===== src/rtl/pwmgd_pkg.sv =====
package pwmgd_pkg;
  localparam int NUM_LEGS = 3;

  typedef enum logic [1:0] {
    MODE_OFF   = 2'd0,
    MODE_BRAKE = 2'd1,
    MODE_RUN   = 2'd2
  } driveMode_t;

  typedef enum logic [1:0] {
    LEG_OFF  = 2'd0,
    LEG_HIGH = 2'd1,
    LEG_LOW  = 2'd2
  } legCmd_t;

  // control -> datapath strobes
  typedef struct packed {
    logic    pwmEn;     // legs follow their carrier compare
    legCmd_t forceCmd;  // command for all legs when pwmEn is low
  } ctrlStrobes_t;
endpackage


===== src/rtl/pwmgd_leg.sv =====
module pwmgd_leg
  import pwmgd_pkg::*;
#(
  parameter int DEAD_CYC = 64
) (
  input  logic    clk,
  input  logic    rstN,
  input  legCmd_t cmd,
  output logic    hiGate,
  output logic    loGate,
  output logic    loTurnOn
);
  localparam int GAP_W = (DEAD_CYC > 1) ? $clog2(DEAD_CYC) : 1;

  logic [GAP_W-1:0] gapCnt, gapNext;
  logic hiNext, loNext, bothOff, gapDone;

  assign bothOff = !hiGate && !loGate;
  assign gapDone = (gapCnt == GAP_W'(DEAD_CYC - 1));

  always_comb begin
    hiNext = hiGate;
    loNext = loGate;
    unique case (cmd)
      LEG_HIGH: begin
        loNext = 1'b0;
        if (bothOff && gapDone) hiNext = 1'b1;
      end
      LEG_LOW: begin
        hiNext = 1'b0;
        if (bothOff && gapDone) loNext = 1'b1;
      end
      default: begin
        hiNext = 1'b0;
        loNext = 1'b0;
      end
    endcase
    if (!bothOff)     gapNext = '0;
    else if (gapDone) gapNext = gapCnt;
    else              gapNext = gapCnt + 1'b1;
  end

  assign loTurnOn = loNext && !loGate;

  always_ff @(posedge clk) begin
    if (!rstN) begin
      hiGate <= 1'b0;
      loGate <= 1'b0;
      gapCnt <= '0;
    end else begin
      hiGate <= hiNext;
      loGate <= loNext;
      gapCnt <= gapNext;
    end
  end
endmodule


===== src/rtl/pwmgd_datapath.sv =====
module pwmgd_datapath
  import pwmgd_pkg::*;
#(
  parameter int PERIOD_CYC = 2000,
  parameter int MOD_W      = 8,
  parameter int DEAD_CYC   = 64
) (
  input  logic                      clk,
  input  logic                      rstN,
  input  ctrlStrobes_t              strobes,
  input  logic [NUM_LEGS*MOD_W-1:0] modWords,
  output logic [NUM_LEGS-1:0]       highGate,
  output logic [NUM_LEGS-1:0]       lowGate,
  output logic                      loTurnOn
);
  localparam int CNT_W  = $clog2(PERIOD_CYC);
  localparam int PROD_W = CNT_W + MOD_W;

  logic [CNT_W-1:0]    carrierCnt;
  logic [NUM_LEGS-1:0] legTurnOn;

  always_ff @(posedge clk) begin
    if (!rstN)                                          carrierCnt <= '0;
    else if (carrierCnt == CNT_W'(PERIOD_CYC - 1))      carrierCnt <= '0;
    else                                                carrierCnt <= carrierCnt + 1'b1;
  end

  for (genvar g = 0; g < NUM_LEGS; g++) begin : gLeg
    logic [PROD_W-1:0] scaled;
    logic [CNT_W-1:0]  thr;
    logic              rawHi;
    legCmd_t           legCmd;

    assign scaled = PROD_W'(modWords[g*MOD_W +: MOD_W]) * PROD_W'(PERIOD_CYC);
    assign thr    = CNT_W'(scaled >> MOD_W);

    always_ff @(posedge clk) begin
      if (!rstN) rawHi <= 1'b0;
      else       rawHi <= (carrierCnt < thr);
    end

    assign legCmd = strobes.pwmEn ? (rawHi ? LEG_HIGH : LEG_LOW) : strobes.forceCmd;

    pwmgd_leg #(.DEAD_CYC(DEAD_CYC)) uLeg (
      .clk     (clk),
      .rstN    (rstN),
      .cmd     (legCmd),
      .hiGate  (highGate[g]),
      .loGate  (lowGate[g]),
      .loTurnOn(legTurnOn[g])
    );
  end

  assign loTurnOn = |legTurnOn;
endmodule


===== src/rtl/pwmgd_ctrl.sv =====
module pwmgd_ctrl
  import pwmgd_pkg::*;
#(
  parameter int BLANK_CYC = 32,
  parameter int OFF_CYC   = 960
) (
  input  logic         clk,
  input  logic         rstN,
  input  logic         haltReq,
  input  logic         brakeReq,
  input  logic         faultIn,
  input  logic         ocTrip,
  input  logic         loTurnOn,
  output ctrlStrobes_t strobes
);
  localparam int OFF_W   = (OFF_CYC > 1) ? $clog2(OFF_CYC) : 1;
  localparam int BLANK_W = $clog2(BLANK_CYC + 1);

  driveMode_t         modeQ, modeNext;
  logic               recircQ;
  logic [OFF_W-1:0]   offCnt;
  logic [BLANK_W-1:0] blankCnt;
  logic               tripAccept;

  // fault beats halt beats brake
  always_comb begin
    if (faultIn || haltReq) modeNext = MODE_OFF;
    else if (brakeReq)      modeNext = MODE_BRAKE;
    else                    modeNext = MODE_RUN;
  end

  assign tripAccept = (modeQ == MODE_RUN) && !recircQ && ocTrip &&
                      (blankCnt == '0) && !loTurnOn;

  always_ff @(posedge clk) begin
    if (!rstN) begin
      modeQ    <= MODE_OFF;
      recircQ  <= 1'b0;
      offCnt   <= '0;
      blankCnt <= '0;
    end else begin
      modeQ <= modeNext;
      if (loTurnOn)            blankCnt <= BLANK_W'(BLANK_CYC);
      else if (blankCnt != '0) blankCnt <= blankCnt - 1'b1;

      if (recircQ) begin
        if (modeQ != MODE_RUN || offCnt == '0) recircQ <= 1'b0;
        else                                   offCnt  <= offCnt - 1'b1;
      end else if (tripAccept) begin
        recircQ <= 1'b1;
        offCnt  <= OFF_W'(OFF_CYC - 1);
      end
    end
  end

  always_comb begin
    strobes.pwmEn    = 1'b0;
    strobes.forceCmd = LEG_OFF;
    unique case (modeQ)
      MODE_BRAKE: strobes.forceCmd = LEG_LOW;
      MODE_RUN: begin
        if (recircQ) strobes.forceCmd = LEG_HIGH;
        else         strobes.pwmEn    = 1'b1;
      end
      default: strobes.forceCmd = LEG_OFF;
    endcase
  end
endmodule


===== src/rtl/pwmgd_top.sv =====
module pwmgd_top
  import pwmgd_pkg::*;
#(
  parameter int PERIOD_CYC = 2000,
  parameter int MOD_W      = 8,
  parameter int DEAD_CYC   = 64,
  parameter int BLANK_CYC  = 32,
  parameter int OFF_CYC    = 960
) (
  input  logic                      clk,
  input  logic                      rstN,
  input  logic                      haltReq,
  input  logic                      brakeReq,
  input  logic                      faultIn,
  input  logic                      ocTrip,
  input  logic [NUM_LEGS*MOD_W-1:0] modWords,
  output logic [NUM_LEGS-1:0]       highGate,
  output logic [NUM_LEGS-1:0]       lowGate
);
  ctrlStrobes_t strobes;
  logic         loTurnOn;

  pwmgd_ctrl #(.BLANK_CYC(BLANK_CYC), .OFF_CYC(OFF_CYC)) uCtrl (
    .clk(clk), .rstN(rstN), .haltReq(haltReq), .brakeReq(brakeReq),
    .faultIn(faultIn), .ocTrip(ocTrip), .loTurnOn(loTurnOn), .strobes(strobes)
  );

  pwmgd_datapath #(.PERIOD_CYC(PERIOD_CYC), .MOD_W(MOD_W), .DEAD_CYC(DEAD_CYC)) uData (
    .clk(clk), .rstN(rstN), .strobes(strobes), .modWords(modWords),
    .highGate(highGate), .lowGate(lowGate), .loTurnOn(loTurnOn)
  );
endmodule


===== config.mk =====
export PLATFORM = sky130hd
export DESIGN_NAME = pwmgd_top
export DESIGN_NICKNAME = d
export VERILOG_FILES = /design/src/rtl/pwmgd_pkg.sv /design/src/rtl/pwmgd_leg.sv /design/src/rtl/pwmgd_datapath.sv /design/src/rtl/pwmgd_ctrl.sv /design/src/rtl/pwmgd_top.sv
export SDC_FILE = /design/constraint.sdc
export NUM_CORES = 1
export LEC_CHECK = 0
export BUFFER_PORTS_ARGS = -buffer_cell sky130_fd_sc_hd__buf_4
export CAP_MARGIN = 30
export CORE_MARGIN = 2
export CORE_UTILIZATION = 48
export DETAILED_ROUTE_END_ITERATION = 12
export SLEW_MARGIN = 5
export SYNTH_ARGS = -nofsm -noshare
export SYNTH_HDL_FRONTEND = slang
export SYNTH_SLANG_ARGS = --single-unit

===== constraint.sdc =====
create_clock -name clk -period 6.4 [get_ports clk]
set_clock_uncertainty 0.1 [all_clocks]
set_input_delay 0.96 -clock clk [delete_from_list [all_inputs] [get_ports clk]]
set_output_delay 0.96 -clock clk [all_outputs]
set_load 0.02 [all_outputs]

[Yosys cells after proc, flatten, opt, wreduce, memory -nomap -nowiden]
Cells that the tools add are included.
Word-level totals
  flip-flop bits (word level): 57
  bits of input ports: 30
  output and inout port bits: 6
  word-level logic and storage cells: 109
Cells by class
  $add $sub $neg: 6
  multiply operators: 3
  order comparisons: 3
  eq/ne operators: 14
  multiplexer cells: 25
  bitwise logic cells: 1
  reduce and logical (&&, ||, !) cells: 39
Operators by type and width (number)
  8-bit by 7-bit multiplier with 15-bit output, second input constant: 3
  11-bit less-than comparator: 3
  10-bit two-way mux: 3
  6-bit by 1-bit adder with 6-bit output, second input constant: 3
  6-bit equality test, second input constant: 3
  2-bit two-way mux: 7
  2-bit AND reduction: 7
  1-bit logical AND: 13
  1-bit two-way mux: 12
  6-bit two-way mux: 2
  11-bit by 1-bit adder with 11-bit output, second input constant: 1
  11-bit equality test, second input constant: 1
  10-bit logical NOT: 1
  10-bit by 1-bit subtractor with 10-bit output, second input constant: 1
  2-bit by 1-bit equality test with 1-bit output, second input constant: 4
  2-bit equality test, second input constant: 4
  1-bit logical NOT: 8
  6-bit logical NOT: 1
  6-bit nonzero test: 1
  6-bit by 1-bit subtractor with 6-bit output, second input constant: 1
  2-bit != test, second input constant: 2
  2-bit case mux with 2 select lines: 1
  2-bit nonzero test: 2
  2-bit OR reduction: 2
  4 further kinds: 5

[Logic depth before layout (Yosys ltp)]
Gate-level depths: netlist of the first run.
  word-level depth: 11
  mapped depth: 18
  mapped depth without buffers: 18

[Cells and area by module]
Synthesis of the first run repeated with hierarchy kept, for this count alone.
Unflattened totals
  cells, all modules: 811
  area total of the unflattened synthesis: 7357.1 um^2
Modules (own cells, without submodules)
  pwmgd_datapath: times used 1, cells each 578, area each 5292.6 um^2, seq. area each 280.3 um^2
  pwmgd_leg: times used 3, cells each 42, area each 376.6 um^2, seq. area each 160.2 um^2
  pwmgd_ctrl: times used 1, cells each 107, area each 934.6 um^2, seq. area each 380.4 um^2

[Least setup slack after synthesis of the first run]
OpenSTA, ideal clock, no wires.
  kind: input-to-reg
  start point: input modWords[9]
  end point: register uData.gLeg[1].rawHi
  setup time: 0.095 ns
  data arrival time: 5.259 ns
  data required time: 6.205 ns
  slack: 0.946 ns
  stages: 16
  path buffers: 0
  cell sequence: fa_1 inv_1 fa_1 fa_1 fa_1 inv_1 ha_1 and3_1 a221oi_1 nor4_1 nor4_1 ha_1 a211o_1 a21oi_1 o21ai_0 a221oi_1
On the way
  word-level cells in the longest chain between the ends: 2
Ends and longest elaborated chain
  start, declared: line pwmgd_top.sv:16  | input logic [NUM_LEGS*MOD_W-1:0] modWords,
  8-bit by 7-bit multiplier with 15-bit output: line pwmgd_datapath.sv:34  | assign scaled = PROD_W'(modWords[g*MOD_W +: MOD_W]) * PROD_W'(PERIOD_CYC);
  11-bit less-than comparator: line pwmgd_datapath.sv:39  | else rawHi <= (carrierCnt < thr);
  end signal, assigned: line pwmgd_datapath.sv:39
  end, declared: line pwmgd_datapath.sv:31  | logic rawHi;
Every way passes these cells.
A chain may end at the register's enable or synchronous reset.

[Worst setup path after layout of the first run]
  start point: input modWords[0]
  end point: register uData.gLeg[0].rawHi
On the way
  word-level cells in the longest chain between the ends: 2
Ends and longest elaborated chain (line)
  8-bit by 7-bit multiplier with 15-bit output: pwmgd_datapath.sv:34
  11-bit less-than comparator: pwmgd_datapath.sv:39
  end signal, assigned: pwmgd_datapath.sv:39
  end, declared: pwmgd_datapath.sv:31
Every way passes these cells.

==> results.toml, run 1 <==
[timing]
max_slew_margin_pct = 55.64
tightest_slew_ps = 660.9
finalSetupViolations = 0
final_min_period_over_clock_period_pct = 87.08
max_clock_freq_ghz = 0.1794
period_minus_slack_ps = 5573
hold_viol_final = 0
fin_tns_setup_ps = 0
grt_setup_unrepaired = "no"
final_max_slew_viol_count = 0

[grt]
use_met2_pct = 33.66
grt_util_all_layers_pct = 18.75
grt_antenna_before_repair = 0
first_global_vias = 5815
grt_util_met3_pct = 1.544
grt_max_degree = 29
global_route.overflow_total = 0
met1_usage_in_global_routing_pct = 24.45
wire_length_of_the_first_global_routing_pass_um = 25640
globalRoute.busiestLayer = "met2"

[route]
drt_pass1_iterations = 4
detail_route.drc_violations = 0
avgViaCountPerCell = 5.397
drt.antenna.violating_nets = 0
dr_total_vias = 5640
drt-initial-drc-count = 214
routed_wire_length_per_instance_um = 13.49
detail_route.wirelength_um = 14100

[cells_and_area]
fin_cells = 1045
n_antenna_cell = 0
fin_nets = 1089
finalInstanceArea_um2 = 8109
area_used_by_multi_input_combinational_logic_um2 = 5675
postLayoutCoreUtil_pct = 53.74
final_layout_size_suffix_gt1_share_pct = 8.518
num-fill-cells = 1367
area_taken_by_flip_flops_and_latches_um2 = 1141
layout-area-overhead-vs-synth_pct = 10.02

[cts]
cts_resized = 0
cts_sinks = 57
cts_max_path_buffers = 2
clock_tree.htree_level_count = 3
cts-root-buf = "sky130_fd_sc_hd__clkbuf_16"
clk_pin_slew_worst_paths_ps = 60
tritoncts.num_buffers = 9
cts_tree = "done"
cts_hold_repair.buffers = 0
clk-insertion-delay-late_ps = 330
postCtsSetupRepairBufs = 0

[synth]
synth_top_area_share_pct = 24.44
syn_nets = 1056
postSynth.topFlopCell = "sky130_fd_sc_hd__dfxtp_1"
cell_variety_after_synth = 63
netlist_instances = 819
synth_enable_flop_cells = 0
async_flop_share_pct = 0
post-synth-top-area-cell = "sky130_fd_sc_hd__ha_1"
top_cells_by_area_synth = "sky130_fd_sc_hd__ha_1, sky130_fd_sc_hd__fa_1, sky130_fd_sc_hd__dfxtp_1"
synth_area_per_cell_um2 = 9.000
ys_seq_area_share_pct = 15.48
area_of_the_mapped_netlist_um2 = 7371
yosys_warnings = 0
ys_ff_latch = 57

[die]
die_y_um = 127.9
dieArea_um2 = 16360
design.core.area_um2 = 15090
die_width_um = 127.9
floorplan.io_pins = 36
placement_rows = 45
floorplan.initialDensity_pct = 48.85

[setup_path]
worstSetupPathType = "in -> reg"
worstPathRequired_ps = 6530
endpoint_kind = "flip-flop"
timing.critical_path.arrival_ps = 5700
path_cells = "buf_4 > fa_1 > xor2_1 > ha_1 > fa_1 > inv_1 > fa_1 > inv_1 > ha_1 > nor3_1 > a211oi_1 > a221oi_1 > o211a_1 > nor3_1 > ha_1 > a211o_1 > a21oi_1 > o21ai_0 > a221oi_1"
critical_path.startpoint_type = "primary input"
critPathMaxFanout = 6
worst_path_max_delay_cell = "sky130_fd_sc_hd__fa_1"
critical-path-max-stage-delay_ps = 600

[power]
power.total_mw = 2.803
vdd.ir_drop.worst_uv = 149.7
total_leakage_power_nw = 4.127
power_density_nw_per_um2 = 345.6

[placement]
dpl-instance-area_um2 = 7772
gp_congestion = 0.8334
io_buffer_count = 35
cell_count_post_placement = 1029
detailedPlacementHpwl_um = 11780

[run]
cap_violations = 0

[run_status]
status = "finished, final reports clean"

[min_path]
worstHoldPathType = "reg -> reg"
flip-flops by register name, summed over array words and instances (netlist names):
register                flops
uCtrl.recircQ               1
uData.carrierCnt           11
uData.gLeg.uLeg.hiGate      3
uCtrl.blankCnt              6
uCtrl.offCnt               10
uCtrl.modeQ                 2
uData.gLeg.uLeg.gapCnt     18
uData.gLeg.rawHi            3
uData.gLeg.uLeg.loGate      3
routing by layer:
layer  vias to the layer above  part of all wire (%)
li1                       2876                     -
met1                      2674                    47
met2                        72                    50
met3                        18                   2.1
met4                         0                   1.1
met5                         -                     0
cells in the mapped netlist, types with 4 or more instances:
| cell | number |
|---|---|
| sky130_fd_sc_hd__nor4b_1 | 5 |
| sky130_fd_sc_hd__nand4_1 | 8 |
| sky130_fd_sc_hd__nor3_1 | 29 |
| sky130_fd_sc_hd__xor2_1 | 24 |
| sky130_fd_sc_hd__nor2b_1 | 7 |
| sky130_fd_sc_hd__and3_1 | 11 |
| sky130_fd_sc_hd__nand2b_1 | 11 |
| sky130_fd_sc_hd__buf_4 | 6 |
| sky130_fd_sc_hd__nand3_1 | 24 |
| sky130_fd_sc_hd__nor4_1 | 6 |
| sky130_fd_sc_hd__o21ai_0 | 24 |
| sky130_fd_sc_hd__nor2_1 | 71 |
| sky130_fd_sc_hd__a221oi_1 | 6 |
| sky130_fd_sc_hd__a21o_1 | 11 |
| sky130_fd_sc_hd__ha_1 | 144 |
| sky130_fd_sc_hd__o221a_2 | 4 |
| sky130_fd_sc_hd__xnor2_1 | 30 |
| sky130_fd_sc_hd__nand2_1 | 33 |
| sky130_fd_sc_hd__dfxtp_1 | 57 |
| sky130_fd_sc_hd__o211a_1 | 6 |
| sky130_fd_sc_hd__or3_1 | 4 |
| sky130_fd_sc_hd__fa_1 | 63 |
| sky130_fd_sc_hd__inv_1 | 122 |
| sky130_fd_sc_hd__a21oi_1 | 37 |
| sky130_fd_sc_hd__a211oi_1 | 14 |
critical path: cells and delay by family:
family / cells / cell delay (ps)
buffers and inverters: 3 / 230
AOI/OAI and AO/OA: 7 / 1670
adders and majority gates: 6 / 2400
and+or+nand+nor: 2 / 240
xor gates and xnor gates: 1 / 190
cell families (layout without fill, tap and decap cells):
kind of cell / Yosys count / after routing / synth area share (%)
AND/OR/NAND/NOR: 235 / 235 / 16.35
adder cells (fa/ha/maj): 207 / 207 / 41.55
buffers and inverters: 135 / 173 / 7.520
AO/OA/AOI/OAI: 128 / 128 / 12.27
flip-flops: 57 / 57 / 15.48
XOR/XNOR: 54 / 54 / 6.417
multiplexers: 3 / 3 / 0.4074
layout by cell type, fill, tap and decap left out, types with 29 or more instances in the layout:
master                    Yosys  final
sky130_fd_sc_hd__a21oi_1     37     37
sky130_fd_sc_hd__buf_4        6     35
sky130_fd_sc_hd__dfxtp_1     57     57
sky130_fd_sc_hd__fa_1        63     63
sky130_fd_sc_hd__ha_1       144    144
sky130_fd_sc_hd__inv_1      122    122
sky130_fd_sc_hd__nand2_1     33     33
sky130_fd_sc_hd__nor2_1      71     71
sky130_fd_sc_hd__nor3_1      29     29
sky130_fd_sc_hd__xnor2_1     30     30
report_power, final:
| part | total, mW | switching (mW) | leakage, nW | internal, mW |
|---|---|---|---|---|
| registers | 0.409 | 0.0257 | 0.464 | 0.383 |
| logic | 1.85 | 1.02 | 3.50 | 0.830 |
| clock network | 0.540 | 0.160 | 0.164 | 0.380 |
| total | 2.80 | 1.21 | 4.13 | 1.59 |
final timing paths:
kind,slack (ps),cells past startpoint,start,to
worst min-delay path,400,2,uData.gLeg[0].uLeg.gapCnt[2],uData.gLeg[0].uLeg.gapCnt[2]
worst max register to register,4140,7,uCtrl.offCnt[0],uCtrl.offCnt[9]
worst min register to register,400,2,uData.gLeg[0].uLeg.gapCnt[2],uData.gLeg[0].uLeg.gapCnt[2]
worst max-delay path,830,19,modWords[0],uData.gLeg[0].rawHi
stage by stage:
stage | hold slack, ps | worst slack [ps]
6_report | 401.9 | 827.1
5_1_grt | 430.9 | 434.6
4_1_cts | 403.3 | 829.7
3_5_place_dp | 393.9 | 504.7
3_3_place_gp | 389.0 | 588.1
2_1_floorplan | 355.7 | 945.9
area by class of cell:
type,count,share of cell area (%)
multi-input combinational,627,69.99
inverter,122,5.647
clock inverter,5,1.281
timing repair buffer,35,3.240
clock buffer,11,2.870
tap,188,2.901
sequential,57,14.07
(Power assumes the default switching activity.)
==> inputs of run 2 (changes only) <==
--- a/config.mk
+++ b/config.mk
@@ -11,4 +11,5 @@
 export CORE_UTILIZATION = 48
 export DETAILED_ROUTE_END_ITERATION = 12
+export MAX_ROUTING_LAYER = met4
 export SLEW_MARGIN = 5
 export SYNTH_ARGS = -nofsm -noshare
==> constraint.sdc (replaced) <==
create_clock -name clk -period 6.4 [get_ports clk]
set_clock_uncertainty 0.1 [all_clocks]
set_input_delay 1.28 -clock clk [delete_from_list [all_inputs] [get_ports clk]]
set_output_delay 1.28 -clock clk [all_outputs]
set_load 0.02 [all_outputs]
==> run 2 against run 1 <==
  * Clock-buffer cell count did not move
  * Final area about the same
  * Combinational power about the same
  * Total power down 0.20%
  * Cell count about the same
  * Non-clock buffer count is 1 higher
  * Worst hold slack gained 11 ps
  * First-iteration DRC count is 26% higher
  * Sequential power barely moved
  * Global-route usage shrank 0.065 points
  * Sequential cell count unchanged
  * Fmax fell by 7.0%
  * Largest power group unchanged
==> results.toml, run 2 (synthesis results as in run 1) <==
[cts]
cts_hold_repair.buffers = 0
cts_sinks = 57
cts_resized = 0
postCtsSetupRepairBufs = 0
cts_tree = "done"
tritoncts.num_buffers = 9
clock_tree.htree_level_count = 3
clk_pin_slew_worst_paths_ps = 50
clk-insertion-delay-late_ps = 320
cts_max_path_buffers = 2
cts-root-buf = "sky130_fd_sc_hd__clkbuf_16"

[cells_and_area]
largestRegisters = "uData.gLeg.uLeg.gapCnt: 18 flops, uData.carrierCnt: 11 flops, uCtrl.offCnt: 10 flops"
fin_nets = 1090
most_frequent_cells_in_the_layout = "sky130_fd_sc_hd__ha_1, sky130_fd_sc_hd__inv_1, sky130_fd_sc_hd__nor2_1"
layout_commonest_cell = "sky130_fd_sc_hd__ha_1"
max_reg_flops = 18
final_layout_size_suffix_gt1_share_pct = 8.858
n_antenna_cell = 0
layout-area-overhead-vs-synth_pct = 10.03
max_flop_register = "uData.gLeg.uLeg.gapCnt"

[placement]
detailedPlacementHpwl_um = 11700
dpl_worst_slack_ps = 127.1
io_buffer_count = 35
gp_congestion = 0.8540

[setup_path]
worstPathRequired_ps = 6520
worstReg2RegStart = "uCtrl.offCnt[0]"
setup.worst_path.end = "uData.gLeg[1].rawHi"
timing.critical_path.arrival_ps = 6120
critPathLaunch = "modWords[8]"
worstSetupPathType = "in -> reg"
regToRegSetupSlack_ps = 4130
worst_r2r_endpoint = "uCtrl.offCnt[7]"
critPathMaxFanout = 6
critical_path.startpoint_type = "primary input"
r2r.worst_path.cells = 7
endpoint_kind = "flip-flop"

[timing]
period_minus_slack_ps = 5994
tightest_slew_ps = 677.4
worst_slack_ps = 405.8
hold_viol_final = 0
max_clock_freq_ghz = 0.1668
max_slew_margin_pct = 54.54
grt_setup_unrepaired = "no"
hold_slack_ps = 412.9
final_min_period_over_clock_period_pct = 93.66
finalSetupViolations = 0
final_max_slew_viol_count = 0
fin_tns_setup_ps = 0

[die]
dieArea_um2 = 16360
die_y_um = 127.9
placement_rows = 45
die_width_um = 127.9
design.core.area_um2 = 15090
floorplan.io_pins = 36
floorplan.initialDensity_pct = 48.85

[run]
cap_violations = 0

[route]
dr_total_vias = 5639
routed_wire_length_per_instance_um = 13.50
detail_route.wirelength_um = 14120
drt.antenna.violating_nets = 0
avgViaCountPerCell = 5.391
detail_route.drc_violations = 0
drt_pass1_iterations = 4
drt-initial-drc-count = 269

[power]
power_density_nw_per_um2 = 344.9
p_clk_share_pct = 18.5
total_leakage_power_nw = 4.129
net-switching-power_mw = 1.215
vdd.ir_drop.worst_uv = 170.9
power.total_mw = 2.797
p_int_mw = 1.583
flop_pwr_share_pct = 14.7
netSwitchingFraction_pct = 43.43
combPwrFrac_pct = 66.8

[grt]
global_route.overflow_total = 0
grt_max_degree = 29
first_global_vias = 5653
grt_antenna_before_repair = 0
grt_util_all_layers_pct = 18.69
wire_length_of_the_first_global_routing_pass_um = 24870

[run_status]
status = "finished, final reports clean"

[min_path]
worstHoldPathType = "reg -> reg"
## run 2: changes by cell type in the layout (fill, tap and decap cells not counted), sizes merged
| cell | delta |
|---|---|
| buf | +1 |
| bufinv | -1 |
| clkinvlp | +1 |
## run 2: layout make-up
cell class                      instances  area (µm²)
Fill cell                            1374        6979
Multi-Input combinational cell        627        5675
Clock buffer                           11       252.7
Tap cell                              188       235.2
Clock inverter                          5       77.57
Timing Repair Buffer                   36       270.3
Sequential cell                        57        1141
Inverter                              122       457.9
## run 2: power groups by stage
stage               clock [mW]  combinational [mW]  sequential (mW)
finish                   0.519                1.87            0.411
global route             0.537                2.17            0.415
CTS                      0.524                1.89            0.411
detailed placement           0                1.87            0.418
global placement             0                1.80            0.415
floorplan                    0                1.49            0.409
## run 2: worst min path at each step
stage / depth (start not counted) / startpoint / to / slack (ps)
4_1_cts: 2 / uData.gLeg[0].uLeg.gapCnt[2] / uData.gLeg[0].uLeg.gapCnt[2] / 420
3_3_place_gp: 2 / uData.gLeg[0].uLeg.gapCnt[2] / uData.gLeg[0].uLeg.gapCnt[2] / 390
3_5_place_dp: 2 / uData.gLeg[0].uLeg.gapCnt[2] / uData.gLeg[0].uLeg.gapCnt[2] / 390
6_report: 2 / uData.gLeg[0].uLeg.gapCnt[2] / uData.gLeg[0].uLeg.gapCnt[2] / 410
5_1_grt: 2 / uCtrl.blankCnt[1] / uCtrl.blankCnt[1] / 450
2_1_floorplan: 1 / uData.carrierCnt[0] / uData.carrierCnt[0] / 360
## run 2: worst max-delay path: stages
cell and delay [ps]:
sky130_fd_sc_hd__buf_4 140, sky130_fd_sc_hd__fa_1 600, sky130_fd_sc_hd__xor2_1 200, sky130_fd_sc_hd__ha_1 280
sky130_fd_sc_hd__fa_1 500, sky130_fd_sc_hd__inv_1 50, sky130_fd_sc_hd__fa_1 490, sky130_fd_sc_hd__inv_1 40
sky130_fd_sc_hd__ha_1 320, sky130_fd_sc_hd__nor2_1 50, sky130_fd_sc_hd__a211oi_1 320, sky130_fd_sc_hd__a221oi_1 210
sky130_fd_sc_hd__o211a_1 260, sky130_fd_sc_hd__nor4_1 300, sky130_fd_sc_hd__ha_1 290, sky130_fd_sc_hd__a211o_1 310
sky130_fd_sc_hd__a21oi_1 130, sky130_fd_sc_hd__o21ai_0 100, sky130_fd_sc_hd__a221oi_1 250
## run 2: stage by stage
step | instance area (µm²) | instances | util, %
4_1_cts | 8110 | 1046 | 53.75
3_5_place_dp | 7780 | 1030 | 51.56
3_3_place_gp | 7780 | 1030 | 51.56
6_report | 8110 | 1046 | 53.75
2_1_floorplan | 7371 | 819 | -
5_1_grt | 8110 | 1046 | 53.75
## run 2: layer usage
metal	track usage, %	share of wire, %	up-vias
met1	23.91	48	2674
met5	-	0	-
li1	-	-	2887
met2	32.49	49	65
met3	1.377	1.9	13
met4	4.266	1.0	0
==> inputs of run 3 (changes only) <==
Settings changed: CORE_UTILIZATION 48 to 40.
==> run 3 against run 2 <==
  * Fmax up 0.91%
  * Non-clock buffer count shrank 1
  * Clock power increased by 6.6%
  * Wire length is 5.0% lower
==> results.toml, run 3 (synthesis results as in run 1) <==
[run_status]
status = "finished, final reports clean"

[die]
floorplan.io_pins = 36
design.core.area_um2 = 18020
die_y_um = 139.7
placement_rows = 49
dieArea_um2 = 19530
floorplan.initialDensity_pct = 40.89
die_width_um = 139.7

[grt]
grt_util_all_layers_pct = 14.99
grt_antenna_before_repair = 0
first_global_vias = 5411
grt_max_degree = 29
wire_length_of_the_first_global_routing_pass_um = 24320
global_route.overflow_total = 0

[timing]
grt_setup_unrepaired = "no"
max_clock_freq_ghz = 0.1684
fin_tns_setup_ps = 0
final_max_slew_viol_count = 0
max_slew_margin_pct = 51.45
hold_viol_final = 0
tightest_slew_ps = 723.4
final_min_period_over_clock_period_pct = 92.81
finalSetupViolations = 0
hold_slack_ps = 404.5
period_minus_slack_ps = 5940

[cts]
cts_resized = 0
clk_pin_slew_worst_paths_ps = 50
postCtsSetupRepairBufs = 0
cts_tree = "done"
cts_hold_repair.buffers = 0
clk-insertion-delay-late_ps = 320
clock_tree.htree_level_count = 3
tritoncts.num_buffers = 9
cts_sinks = 57
cts-root-buf = "sky130_fd_sc_hd__clkbuf_16"
cts_max_path_buffers = 2

[cells_and_area]
area_taken_by_flip_flops_and_latches_um2 = 1141
fin_cells = 1086
max_reg_flops = 18
num-fill-cells = 1822
n_antenna_cell = 0
layout-area-overhead-vs-synth_pct = 10.83
fin_nets = 1089
max_flop_register = "uData.gLeg.uLeg.gapCnt"
final_layout_size_suffix_gt1_share_pct = 8.635
layout_commonest_cell = "sky130_fd_sc_hd__ha_1"
area_used_by_multi_input_combinational_logic_um2 = 5675
most_frequent_cells_in_the_layout = "sky130_fd_sc_hd__ha_1, sky130_fd_sc_hd__inv_1, sky130_fd_sc_hd__nor2_1"
postLayoutCoreUtil_pct = 45.32
largestRegisters = "uData.gLeg.uLeg.gapCnt: 18 flops, uData.carrierCnt: 11 flops, uCtrl.offCnt: 10 flops"
finalInstanceArea_um2 = 8169

[route]
dr_total_vias = 5485
drt.antenna.violating_nets = 0
drt-initial-drc-count = 177
detail_route.wirelength_um = 13420
drt_pass1_iterations = 4
avgViaCountPerCell = 5.051
routed_wire_length_per_instance_um = 12.35
detail_route.drc_violations = 0

[setup_path]
timing.critical_path.arrival_ps = 6060
worstSetupPathType = "in -> reg"
path_cells = "buf_4 > fa_1 > xor2_1 > ha_1 > fa_1 > inv_1 > fa_1 > inv_1 > ha_1 > nor2_1 > a211oi_1 > a221oi_1 > o211a_1 > nor4_1 > ha_1 > a211o_1 > a21oi_1 > o21ai_0 > a221oi_1"
critical_path.top_delay_family = "adder cells"
worst_path_max_delay_cell = "sky130_fd_sc_hd__fa_1"
critical-path-max-stage-delay_ps = 600
critPathMaxFanout = 6
worstPathRequired_ps = 6520
endpoint_kind = "flip-flop"
critical_path.startpoint_type = "primary input"
worst_path_bufs_invs = 3

[placement]
io_buffer_count = 35
gp_congestion = 0.7711
cell_count_post_placement = 1070
detailedPlacementHpwl_um = 11040
dpl-instance-area_um2 = 7824

[min_path]
worstHoldPathType = "reg -> reg"

[power]
total_leakage_power_nw = 4.129
vdd.ir_drop.worst_uv = 183.4
power_density_nw_per_um2 = 341.4

[run]
cap_violations = 0
## run 3: changes by cell type in the layout (fill, tap and decap cells not counted), sizes merged
| cell | before | now |
|---|---|---|
| buf | 36 | 35 |
| bufinv | 2 | 3 |
| clkinv | 2 | 1 |
## run 3: path summary, 6_finish.rpt
check | from | to | slack (ps) | cells past startpoint
setup / recovery | modWords[8] | uData.gLeg[1].rawHi | 460 | 19
hold / removal | uData.gLeg[0].uLeg.gapCnt[2] | uData.gLeg[0].uLeg.gapCnt[2] | 400 | 2
setup reg to reg | uCtrl.offCnt[0] | uCtrl.offCnt[7] | 4160 | 7
hold reg to reg | uData.gLeg[0].uLeg.gapCnt[2] | uData.gLeg[0].uLeg.gapCnt[2] | 400 | 2
## run 3: worst register-to-register path: stages, from the launching register on
cell and delay, ps:
sky130_fd_sc_hd__dfxtp_1 330, sky130_fd_sc_hd__inv_1 90, sky130_fd_sc_hd__ha_1 210, sky130_fd_sc_hd__or3b_4 440, sky130_fd_sc_hd__o31ai_4 370, sky130_fd_sc_hd__o41a_4 290
sky130_fd_sc_hd__a21oi_2 40, sky130_fd_sc_hd__o221a_2 270
## run 3: report_power, final
part	total [mW]	switching [mW]	internal [mW]
Clock	0.553	0.163	0.390
Combinational	1.83	1.00	0.825
Sequential	0.409	0.0257	0.383
Total	2.79	1.19	1.60
## run 3: area by class of cell
type	count	share of cell area [%]
Sequential cell	57	13.97
Tap cell	229	3.507
Multi-Input combinational cell	627	69.47
Clock buffer	11	2.971
Timing Repair Buffer	35	3.216
Clock inverter	5	1.256
Inverter	122	5.606
## run 3: metal layers
layer  share of wire, %  global-route usage (%)
met3                1.6                   1.583
met1                 52                   20.21
met5                  0                       -
met2                 46                   24.60
met4               0.51                   3.000
## run 3: through the flow
step / setup WS (ps) / total power, mW
floorplan: 625.9 / 1.895
CTS: 463.4 / 2.828
detailed placement: 123.0 / 2.254
global placement: 292.2 / 2.237
global route: 98.60 / 3.154
finish: 460.0 / 2.789
